==> src/rtl/tach_pkg.sv <==
package tach_pkg;
  localparam int ADDR_W = 2;

  typedef enum logic [ADDR_W-1:0] {
    REG_DIV    = 2'd0,
    REG_LIMIT  = 2'd1,
    REG_COUNT  = 2'd2,
    REG_STATUS = 2'd3
  } tach_reg_e;

  localparam int ST_SLOW_BIT  = 0;
  localparam int ST_STALL_BIT = 1;
endpackage

==> src/rtl/tach_sync_edge.sv <==
module tach_sync_edge #(
  parameter int STAGES = 2
) (
  input  logic clk,
  input  logic rst_n,
  input  logic raw_in,
  output logic rise_pulse
);
  // pipe[STAGES-1] is the synchronized level, pipe[STAGES] its previous value
  logic [STAGES:0] pipe;

  for (genvar g = 0; g <= STAGES; g++) begin : g_stage
    if (g == 0) begin : g_first
      always_ff @(posedge clk or negedge rst_n) begin
        if (!rst_n) pipe[0] <= 1'b0;
        else        pipe[0] <= raw_in;
      end
    end else begin : g_next
      always_ff @(posedge clk or negedge rst_n) begin
        if (!rst_n) pipe[g] <= 1'b0;
        else        pipe[g] <= pipe[g-1];
      end
    end
  end

  assign rise_pulse = pipe[STAGES-1] & ~pipe[STAGES];
endmodule

==> src/rtl/tach_prescaler.sv <==
module tach_prescaler #(
  parameter int SEL_W = 2
) (
  input  logic             clk,
  input  logic             rst_n,
  input  logic             ref_tick,
  input  logic             restart,
  input  logic [SEL_W-1:0] div_sel,
  output logic             cnt_tick
);
  localparam int PRE_W = (1 << SEL_W) - 1;
  localparam logic [PRE_W:0]   ONE_W  = 1;
  localparam logic [PRE_W-1:0] ONE_P  = 1;

  logic [PRE_W:0]   div_hot;
  logic [PRE_W-1:0] last_val;
  logic [PRE_W-1:0] pre_cnt;
  logic             at_last;

  assign div_hot  = ONE_W << div_sel;
  assign last_val = div_hot[PRE_W-1:0] - ONE_P;
  assign at_last  = (pre_cnt == last_val);
  assign cnt_tick = ref_tick & at_last & ~restart;

  always_ff @(posedge clk or negedge rst_n) begin
    if (!rst_n)        pre_cnt <= '0;
    else if (restart)  pre_cnt <= '0;
    else if (ref_tick) pre_cnt <= at_last ? '0 : pre_cnt + ONE_P;
  end
endmodule

==> src/rtl/tach_period_ctr.sv <==
module tach_period_ctr #(
  parameter int CNT_W = 8
) (
  input  logic             clk,
  input  logic             rst_n,
  input  logic             edge_pulse,
  input  logic             disarm,
  input  logic             cnt_tick,
  output logic [CNT_W-1:0] run_cnt,
  output logic [CNT_W-1:0] cap_cnt,
  output logic             cap_evt,
  output logic             sat_evt
);
  localparam logic [CNT_W-1:0] CNT_MAX = '1;
  localparam logic [CNT_W-1:0] CNT_ONE = 1;
  localparam logic [CNT_W-1:0] CNT_PEN = CNT_MAX - CNT_ONE;

  logic armed;

  assign cap_evt = edge_pulse & armed & ~disarm;
  assign sat_evt = cnt_tick & (run_cnt == CNT_PEN) & ~edge_pulse & ~disarm;

  always_ff @(posedge clk or negedge rst_n) begin
    if (!rst_n)          armed <= 1'b0;
    else if (disarm)     armed <= 1'b0;
    else if (edge_pulse) armed <= 1'b1;
  end

  always_ff @(posedge clk or negedge rst_n) begin
    if (!rst_n)                          run_cnt <= '0;
    else if (edge_pulse || disarm)       run_cnt <= '0;
    else if (cnt_tick && run_cnt != CNT_MAX) run_cnt <= run_cnt + CNT_ONE;
  end

  always_ff @(posedge clk or negedge rst_n) begin
    if (!rst_n)       cap_cnt <= '0;
    else if (cap_evt) cap_cnt <= run_cnt;
  end
endmodule

==> src/rtl/tach_csr.sv <==
module tach_csr
  import tach_pkg::*;
#(
  parameter int CNT_W = 8,
  parameter int SEL_W = 2
) (
  input  logic              clk,
  input  logic              rst_n,
  input  logic [ADDR_W-1:0] reg_addr,
  input  logic              reg_wr,
  input  logic              reg_rd,
  input  logic [CNT_W-1:0]  reg_wdata,
  input  logic              cap_evt,
  input  logic              sat_evt,
  input  logic [CNT_W-1:0]  run_cnt,
  input  logic [CNT_W-1:0]  cap_cnt,
  output logic [SEL_W-1:0]  div_sel,
  output logic              div_wr,
  output logic              alarm_slow,
  output logic              alarm_stall,
  output logic [CNT_W-1:0]  reg_rdata,
  output logic              reg_rvalid
);
  localparam logic [CNT_W-1:0] CNT_MAX = '1;

  logic [CNT_W-1:0] limit;
  logic             stat_rd;
  logic             slow_set;
  logic             stall_set;
  logic [CNT_W-1:0] rd_mux;

  assign div_wr    = reg_wr & (reg_addr == REG_DIV);
  assign stat_rd   = reg_rd & (reg_addr == REG_STATUS);
  assign slow_set  = (cap_evt & (run_cnt > limit)) | (sat_evt & (CNT_MAX > limit));
  assign stall_set = (cap_evt & (run_cnt == CNT_MAX)) | sat_evt;

  always_ff @(posedge clk or negedge rst_n) begin
    if (!rst_n) begin
      div_sel <= '0;
      limit   <= CNT_MAX;
    end else if (reg_wr) begin
      if (reg_addr == REG_DIV)   div_sel <= reg_wdata[SEL_W-1:0];
      if (reg_addr == REG_LIMIT) limit   <= reg_wdata;
    end
  end

  always_ff @(posedge clk or negedge rst_n) begin
    if (!rst_n)         alarm_slow <= 1'b0;
    else if (slow_set)  alarm_slow <= 1'b1;
    else if (stat_rd)   alarm_slow <= 1'b0;
  end

  always_ff @(posedge clk or negedge rst_n) begin
    if (!rst_n)         alarm_stall <= 1'b0;
    else if (stall_set) alarm_stall <= 1'b1;
    else if (stat_rd)   alarm_stall <= 1'b0;
  end

  always_comb begin
    rd_mux = '0;
    case (reg_addr)
      REG_DIV:    rd_mux = CNT_W'(div_sel);
      REG_LIMIT:  rd_mux = limit;
      REG_COUNT:  rd_mux = cap_cnt;
      default: begin
        rd_mux[ST_SLOW_BIT]  = alarm_slow;
        rd_mux[ST_STALL_BIT] = alarm_stall;
      end
    endcase
  end

  always_ff @(posedge clk or negedge rst_n) begin
    if (!rst_n) begin
      reg_rdata  <= '0;
      reg_rvalid <= 1'b0;
    end else begin
      reg_rvalid <= reg_rd;
      if (reg_rd) reg_rdata <= rd_mux;
    end
  end
endmodule

==> src/rtl/fan_tach_meter.sv <==
module fan_tach_meter
  import tach_pkg::*;
#(
  parameter int CNT_W       = 8,
  parameter int SEL_W       = 2,
  parameter int SYNC_STAGES = 2
) (
  input  logic              clk,
  input  logic              rst_n,
  input  logic              ref_tick,
  input  logic              tach_in,
  input  logic [ADDR_W-1:0] reg_addr,
  input  logic              reg_wr,
  input  logic              reg_rd,
  input  logic [CNT_W-1:0]  reg_wdata,
  output logic [CNT_W-1:0]  reg_rdata,
  output logic              reg_rvalid
);
  logic             edge_pulse;
  logic             cnt_tick;
  logic             div_wr;
  logic [SEL_W-1:0] div_sel;
  logic [CNT_W-1:0] run_cnt;
  logic [CNT_W-1:0] cap_cnt;
  logic             cap_evt;
  logic             sat_evt;
  logic             alarm_slow;
  logic             alarm_stall;

  tach_sync_edge #(.STAGES(SYNC_STAGES)) u_sync (
    .clk        (clk),
    .rst_n      (rst_n),
    .raw_in     (tach_in),
    .rise_pulse (edge_pulse)
  );

  tach_prescaler #(.SEL_W(SEL_W)) u_pre (
    .clk      (clk),
    .rst_n    (rst_n),
    .ref_tick (ref_tick),
    .restart  (edge_pulse | div_wr),
    .div_sel  (div_sel),
    .cnt_tick (cnt_tick)
  );

  tach_period_ctr #(.CNT_W(CNT_W)) u_ctr (
    .clk        (clk),
    .rst_n      (rst_n),
    .edge_pulse (edge_pulse),
    .disarm     (div_wr),
    .cnt_tick   (cnt_tick),
    .run_cnt    (run_cnt),
    .cap_cnt    (cap_cnt),
    .cap_evt    (cap_evt),
    .sat_evt    (sat_evt)
  );

  tach_csr #(.CNT_W(CNT_W), .SEL_W(SEL_W)) u_csr (
    .clk         (clk),
    .rst_n       (rst_n),
    .reg_addr    (reg_addr),
    .reg_wr      (reg_wr),
    .reg_rd      (reg_rd),
    .reg_wdata   (reg_wdata),
    .cap_evt     (cap_evt),
    .sat_evt     (sat_evt),
    .run_cnt     (run_cnt),
    .cap_cnt     (cap_cnt),
    .div_sel     (div_sel),
    .div_wr      (div_wr),
    .alarm_slow  (alarm_slow),
    .alarm_stall (alarm_stall),
    .reg_rdata   (reg_rdata),
    .reg_rvalid  (reg_rvalid)
  );
endmodule

==> config.mk <==
export PLATFORM = sky130hd
export DESIGN_NAME = fan_tach_meter
export DESIGN_NICKNAME = d
export VERILOG_FILES = /design/src/rtl/tach_pkg.sv /design/src/rtl/tach_sync_edge.sv /design/src/rtl/tach_prescaler.sv /design/src/rtl/tach_period_ctr.sv /design/src/rtl/tach_csr.sv /design/src/rtl/fan_tach_meter.sv
export SDC_FILE = /design/constraint.sdc
export NUM_CORES = 1
export LEC_CHECK = 0
export CELL_PAD_IN_SITES_DETAIL_PLACEMENT = 0
export CELL_PAD_IN_SITES_GLOBAL_PLACEMENT = 1
export CORE_MARGIN = 3
export CORE_UTILIZATION = 44
export DETAILED_ROUTE_END_ITERATION = 16
export PLACE_DENSITY_LB_ADDON = 0.1
export SETUP_SLACK_MARGIN = 0.3
export SLEW_MARGIN = 20
export SYNTH_ARGS = -nofsm -noshare
export SYNTH_HDL_FRONTEND = slang
export SYNTH_SLANG_ARGS = --single-unit
==> constraint.sdc <==
create_clock -name clk -period 2.4 [get_ports clk]
set_clock_uncertainty 0.15 [all_clocks]
set_input_delay 0.48 -clock clk [delete_from_list [all_inputs] [get_ports clk]]
set_output_delay 0.48 -clock clk [all_outputs]
set_load 0.02 [all_outputs]
==> reports/summary.txt, run 1 <==
Mapped Nets = 238
Register area = 0.00111 mm^2
DRC errors left = 0
CP endpoint kind = register
Antenna Cells = 0
Clk Tree Root Cell = clkbuf_8
Initial antenna violation count = 0
Vias in the first global route = 1830
Grt ovf = 0
Layout cells sized above 1 = 0.296
Outcome = finished clean
Vias per inst = 5.64
FF-to-FF path depth = 5
Number of port buffers = 24
Fraction of registers with async set/reset = 1.00
Nets = 281
Ys Warns = 0
Final Hold Fails = 0
Sequential cell area fraction in the yosys report = 0.491
Relative slew slack = 0.605
RR Endpoint = u_ctr.run_cnt[2]
Core footprint = 0.00485 mm^2
Max Buffers Root-to-Sink = 2
Worst slew pin tran = 0.593 ns
Worst EP required = 2.47 ns
Area of the multi-input gates = 0.00110 mm^2
Crit path max fanout = 6
Max Fclk = 485 MHz
CTS tree = done
Initial Util = 0.467
Fin crit share = 0.859
FP Rows = 25
Area grow syn2layout = 25.7%
Power Dens Cells = 652 mW/mm^2
Final instance area = 0.00284 mm^2
GRT Total Usage = 0.189
Largest net degree at the start of global routing = 27
Die height = 77.7 um
Max-cap violations = 0
Hold_buf cts = 0
Critical path class = reg2reg
R2R Setup Slk = 0.34 ns
Chip Width = 77.7 um
Ys flop type = dfrtp_1
Yosys top cell area share = 0.398
Final total power = 0.00185 W
Post-synth top area cell = dfrtp_1
Worst setup SP type = register
Post-synthesis cell count = 206
Setup-failing EPs final = 0
# IOs = 25
Post-Route WL = 5.37 mm
RSZ-0062 raised after global routing = yes
H-tree levels = 2
Fin Setup TNS = 0 ns
GP Congestion = 0.805
Vias = 1789
Skew-Pair Late Insertion Delay = 0.29 ns
Top area cells in the synthesized netlist = dfrtp_1, mux2_2, dfstp_2
Avg Cell Area, Syn = 11.0 um^2
Period minus WS final = 2.06 ns
Clk sink count = 44
Die footprint = 0.00604 mm^2
CTS buffer count = 5
Distinct cell type count after synthesis = 40
Per-cell routed wire length = 16.9 um
Critical Path AT = 2.13 ns
Clock transition at path regs = 0.09 ns
Filler cells = 432
Starting DRT DRC Count = 78
Leak = 1.25 nW
Placed cell areas = 0.00265 mm^2
First-pass GRT wire length = 8.97 mm
Antenna Violating Nets Remaining = 0
DP HPWL = 3.94 mm
EDFF count, synth = 0
Worst hold slack = 0.0384 ns
Seq cells post-synth = 44
Reg2reg start = u_csr.div_sel[1]
Cell Area, Synth = 0.00226 mm^2
Peak VDD IR = 0.297 mV
Worst Hold Class = in2async
Slew Limit Fails = 0
First-pass DRT Iterations = 4
cells by family after synthesis:
| logic type | synth area share |
|---|---|
| and+or+nand+nor | 0.135 |
| AOI/OAI and AO/OA | 0.140 |
| DFF | 0.491 |
| buffers and inverters | 0.0454 |
| muxes | 0.0996 |
| adders and majority gates | 0.0885 |
layout make-up:
class,count,area share
tap,67,0.0295
multi-input combinational,139,0.388
sequential,44,0.391
clock buffer,6,0.0290
clock inverter,2,0.00352
inverter,17,0.0224
timing repair buffer,42,0.136
power breakdown:
group	switching (W)	internal (W)	total, W
sequential	0.0000811	0.000843	0.000924
clock	0.000245	0.000230	0.000475
combinational	0.000222	0.000233	0.000455
total	0.000548	0.00131	0.00185
cell usage after synthesis, drive strengths merged (6+ instances only):
library cell  instances
dfstp                 8
nand2                14
o21ai                10
a22oi                 7
nand4                 7
ha                   16
dfrtp                36
mux2                 20
a21oi                13
inv                  17
o22ai                 6
nor2                  6
repair_timing:
action | 4_1_cts | 5_1_grt
gates cloned | 1 | 0
setup buffers | 6 | 0
pin swaps | 5 | 5
gates resized for setup | 2 | 10
setup endpoints to repair | 6 | 7
worst max-delay path, cell delays in order (launching register included):
cell and delay, ns:
dfrtp_2 0.44, or4_4 0.53, nor2_4 0.16, o21ai_4 0.11
or3_2 0.47, a21oi_2 0.14
cell usage in the layout, fill, tap and decap left out, types with 2 or more instances in the layout:
cell,count
nand4_1,7
o21ai_0,9
a22oi_1,7
nor2_1,5
a21o_1,2
a21oi_1,10
ha_1,16
dfstp_2,8
nor2b_1,3
or3_4,2
a21oi_2,3
buf_4,16
clkbuf_8,6
or3_2,2
inv_1,17
dfrtp_1,35
a222oi_1,2
nor3_1,3
clkinv_2,2
and3_1,4
nand2_1,14
clkdlybuf4s50_1,23
mux2_2,20
nand3_1,4
o22ai_1,6
per-stage QoR:
stage / setup WS (ns) / cells / util
final: 0.338 / 317 / 0.586
after detailed placement: 0.106 / 302 / 0.546
after floorplan: 0.388 / 206 / -
after global routing: 0.245 / 317 / 0.586
after global placement: 0.128 / 302 / 0.546
after CTS: 0.328 / 317 / 0.578
worst max-delay path by stage:
stage,startpoint,end,slack [ns],cells past startpoint
after floorplan,u_csr.div_sel[0],u_ctr.run_cnt[4],0.39,5
after global placement,reg_addr[0],u_ctr.cap_cnt[4],0.13,7
after detailed placement,reg_addr[0],u_ctr.cap_cnt[0],0.11,7
after CTS,u_csr.div_sel[0],u_ctr.run_cnt[4],0.33,6
after global routing,u_csr.div_sel[1],u_ctr.run_cnt[6],0.24,6
final,u_csr.div_sel[1],u_ctr.run_cnt[2],0.34,5
state kept, by name (all words and copies together), names as in the netlist:
name,cells
u_csr.alarm_slow,1
u_csr.alarm_stall,1
u_csr.div_sel,2
u_csr.limit,8
u_csr.reg_rdata,8
u_csr.reg_rvalid,1
u_ctr.armed,1
u_ctr.cap_cnt,8
u_ctr.run_cnt,8
u_pre.pre_cnt,3
u_sync.pipe,3
layer usage:
metal / global-route usage / share of wire / up-vias
li1: - / - / 841
met1: 0.242 / 0.43 / 912
met2: 0.322 / 0.52 / 30
met3: 0.0441 / 0.037 / 6
met4: 0.0498 / 0.0093 / 0
met5: 0 / 0 / -
Power figures use the tool's default switching activity.
==> run 2: changes to the inputs <==
HOLD_SLACK_MARGIN = 0.06   (was unset)
==> reports/summary.txt, run 2 (synthesis gave the netlist of run 1 again) <==
Outcome = finished clean
Chip Width = 77.7 um (unchanged)
Nets = 282 (+0.36%)
Post-Layout Cell Count = 318 (+0.32%)
CP max stage delay = 0.53 ns (about the same)
CP endpoint = u_ctr.run_cnt[2]
M1 wire length = 2.36 mm (+0.98%)
CTS buffer count = 5 (unchanged)
Most frequent cells in the layout = dfrtp_1, clkdlybuf4s50_1, mux2_2
Skew-Pair Late Insertion Delay = 0.29 ns (about the same)
# IOs = 25 (unchanged)
Clk Tree Root Cell = clkbuf_8
Power Dens Cells = 651 mW/mm^2 (-0.15%)
RR Endpoint = u_ctr.run_cnt[2]
Placed cell count = 302 (unchanged)
Die footprint = 0.00604 mm^2 (unchanged)
Crit-path cells = or4_4 -> nor2_4 -> o21ai_4 -> or3_2 -> a21oi_2
Layout cells sized above 1 = 0.295 (-0.00118)
Initial antenna violation count = 0 (unchanged)
Peak VDD IR = 0.298 mV (+0.23%)
Vias = 1799 (+0.56%)
Clock transition at path regs = 0.08 ns (about the same)
Vias per inst = 5.66 (+0.24%)
Worst EP required = 2.47 ns (about the same)
Worst Hold Class = reg2reg
Setup-failing EPs final = 0 (unchanged)
Number of port buffers = 24 (unchanged)
Met2 WL post-DR = 2.78 mm (-0.25%)
Per-cell routed wire length = 17.0 um (+0.35%)
Buf/Inv on CP = 0 (unchanged)
Antenna Cells = 0 (unchanged)
Largest net degree at the start of global routing = 27 (unchanged)
Routed wl met3 = 218 um (+9.5%)
Antenna Violating Nets Remaining = 0 (unchanged)
Grt ovf = 0 (unchanged)
Fin Setup TNS = 0 ns (unchanged)
H-tree levels = 2 (unchanged)
Worst setup SP type = register
Max-cap violations = 0 (unchanged)
Period minus WS final = 2.06 ns (+0.000420 ns)
Critical path class = reg2reg
Fin crit share = 0.859 (about the same)
Area grow syn2layout = 26.1%
First-pass DRT Iterations = 5 (+1)
GRT Total Usage = 0.190 (+0.000495)
Vias in the first global route = 1838 (+0.44%)
Leak = 1.25 nW (+0.34%)
Worst slew pin tran = 0.593 ns (+0.000798 ns)
First-pass GRT wire length = 9.00 mm (+0.30%)
Critical Path AT = 2.14 ns (about the same)
Crit path max fanout = 6 (unchanged)
Core footprint = 0.00485 mm^2 (unchanged)
Top routing layer used = met4
CTS tree = done
Max Fclk = 485 MHz (about the same)
Max Buffers Root-to-Sink = 2 (unchanged)
R2R Setup Slk = 0.34 ns (about the same)
Worst path depth = 5 (unchanged)
Starting DRT DRC Count = 72 (-7.7%)
RSZ-0062 raised after global routing = yes
DP HPWL = 3.94 mm (unchanged)
Slew Limit Fails = 0 (unchanged)
Most common cell after layout, fill and taps aside = dfrtp_1
CP endpoint kind = register
CP delay by family, top = simple AND/OR/NAND/NOR gates
FF-to-FF path depth = 5 (unchanged)
CP max stage cell = or4_4
Final Hold Fails = 0 (unchanged)
Relative slew slack = 0.604 (about the same)
Initial Util = 0.467 (unchanged)
Reg2reg start = u_csr.div_sel[1]
Clk sink count = 44 (unchanged)
Post-Route WL = 5.41 mm (+0.67%)
GP Congestion = 0.805 (unchanged)
FP Rows = 25 (unchanged)
DRC errors left = 0 (unchanged)
Worst Setup SP = u_csr.div_sel[1]
Die height = 77.7 um (unchanged)
-- run 2: cell count changes in the layout (fill, tap and decap cells not counted), sizes merged --
cell | previous run | this run
dlygate4sd3 | 0 | 1
-- run 2: through the flow --
step,hold WS [ns],util,instance area [um^2],worst slack (ns),power (W)
after floorplan,0.0344,-,2260,0.388,0.00116
after global placement,0.196,0.546,2650,0.128,0.00131
after detailed placement,0.186,0.546,2650,0.106,0.00134
after CTS,0.214,0.580,2810,0.328,0.00186
after global routing,0.218,0.588,2850,0.245,0.00196
final,0.212,0.588,2850,0.338,0.00186
-- run 2: worst min path at each step --
stage	startpoint	endpoint	slack (ns)	cells past startpoint
2_1_floorplan	rst_n	u_csr.alarm_slow	0.03	0
3_3_place_gp	u_sync.pipe[0]	u_sync.pipe[1]	0.20	0
3_5_place_dp	u_sync.pipe[0]	u_sync.pipe[1]	0.19	0
4_1_cts	u_sync.pipe[0]	u_sync.pipe[1]	0.21	0
5_1_grt	u_sync.pipe[0]	u_sync.pipe[1]	0.22	0
6_report	u_sync.pipe[0]	u_sync.pipe[1]	0.21	0
-- run 2: where the power goes --
| part | leakage [nW] | switching, W | internal (W) |
|---|---|---|---|
| logic | 0.636 | 0.000223 | 0.000234 |
| clock network | 0.0510 | 0.000248 | 0.000230 |
| registers | 0.562 | 0.0000807 | 0.000843 |
| total | 1.25 | 0.000551 | 0.00131 |
-- run 2: layer usage --
| metal | vias up | track usage |
|---|---|---|
| li1 | 841 | - |
| met1 | 905 | 0.243 |
| met2 | 45 | 0.324 |
| met3 | 8 | 0.0429 |
| met4 | 0 | 0.0498 |
| met5 | - | 0 |
-- run 2: cell type report --
cell class	instances	area, um^2
multi-input combinational	139	1100
clock buffer	6	82.6
inverter	17	63.8
fill	431	2000
sequential	44	1110
tap	67	83.8
timing repair buffer	43	397
clock inverter	2	10.0
-- run 2: what timing repair did --
item / CTS / global route
gates resized for setup: 2 / 10
endpoints found under the setup margin: 6 / 7
pin swaps: 5 / 5
hold endpoints to repair: 14 / 0
gates cloned: 1 / 0
hold buffers: 1 / 0
buffers inserted: 6 / 0
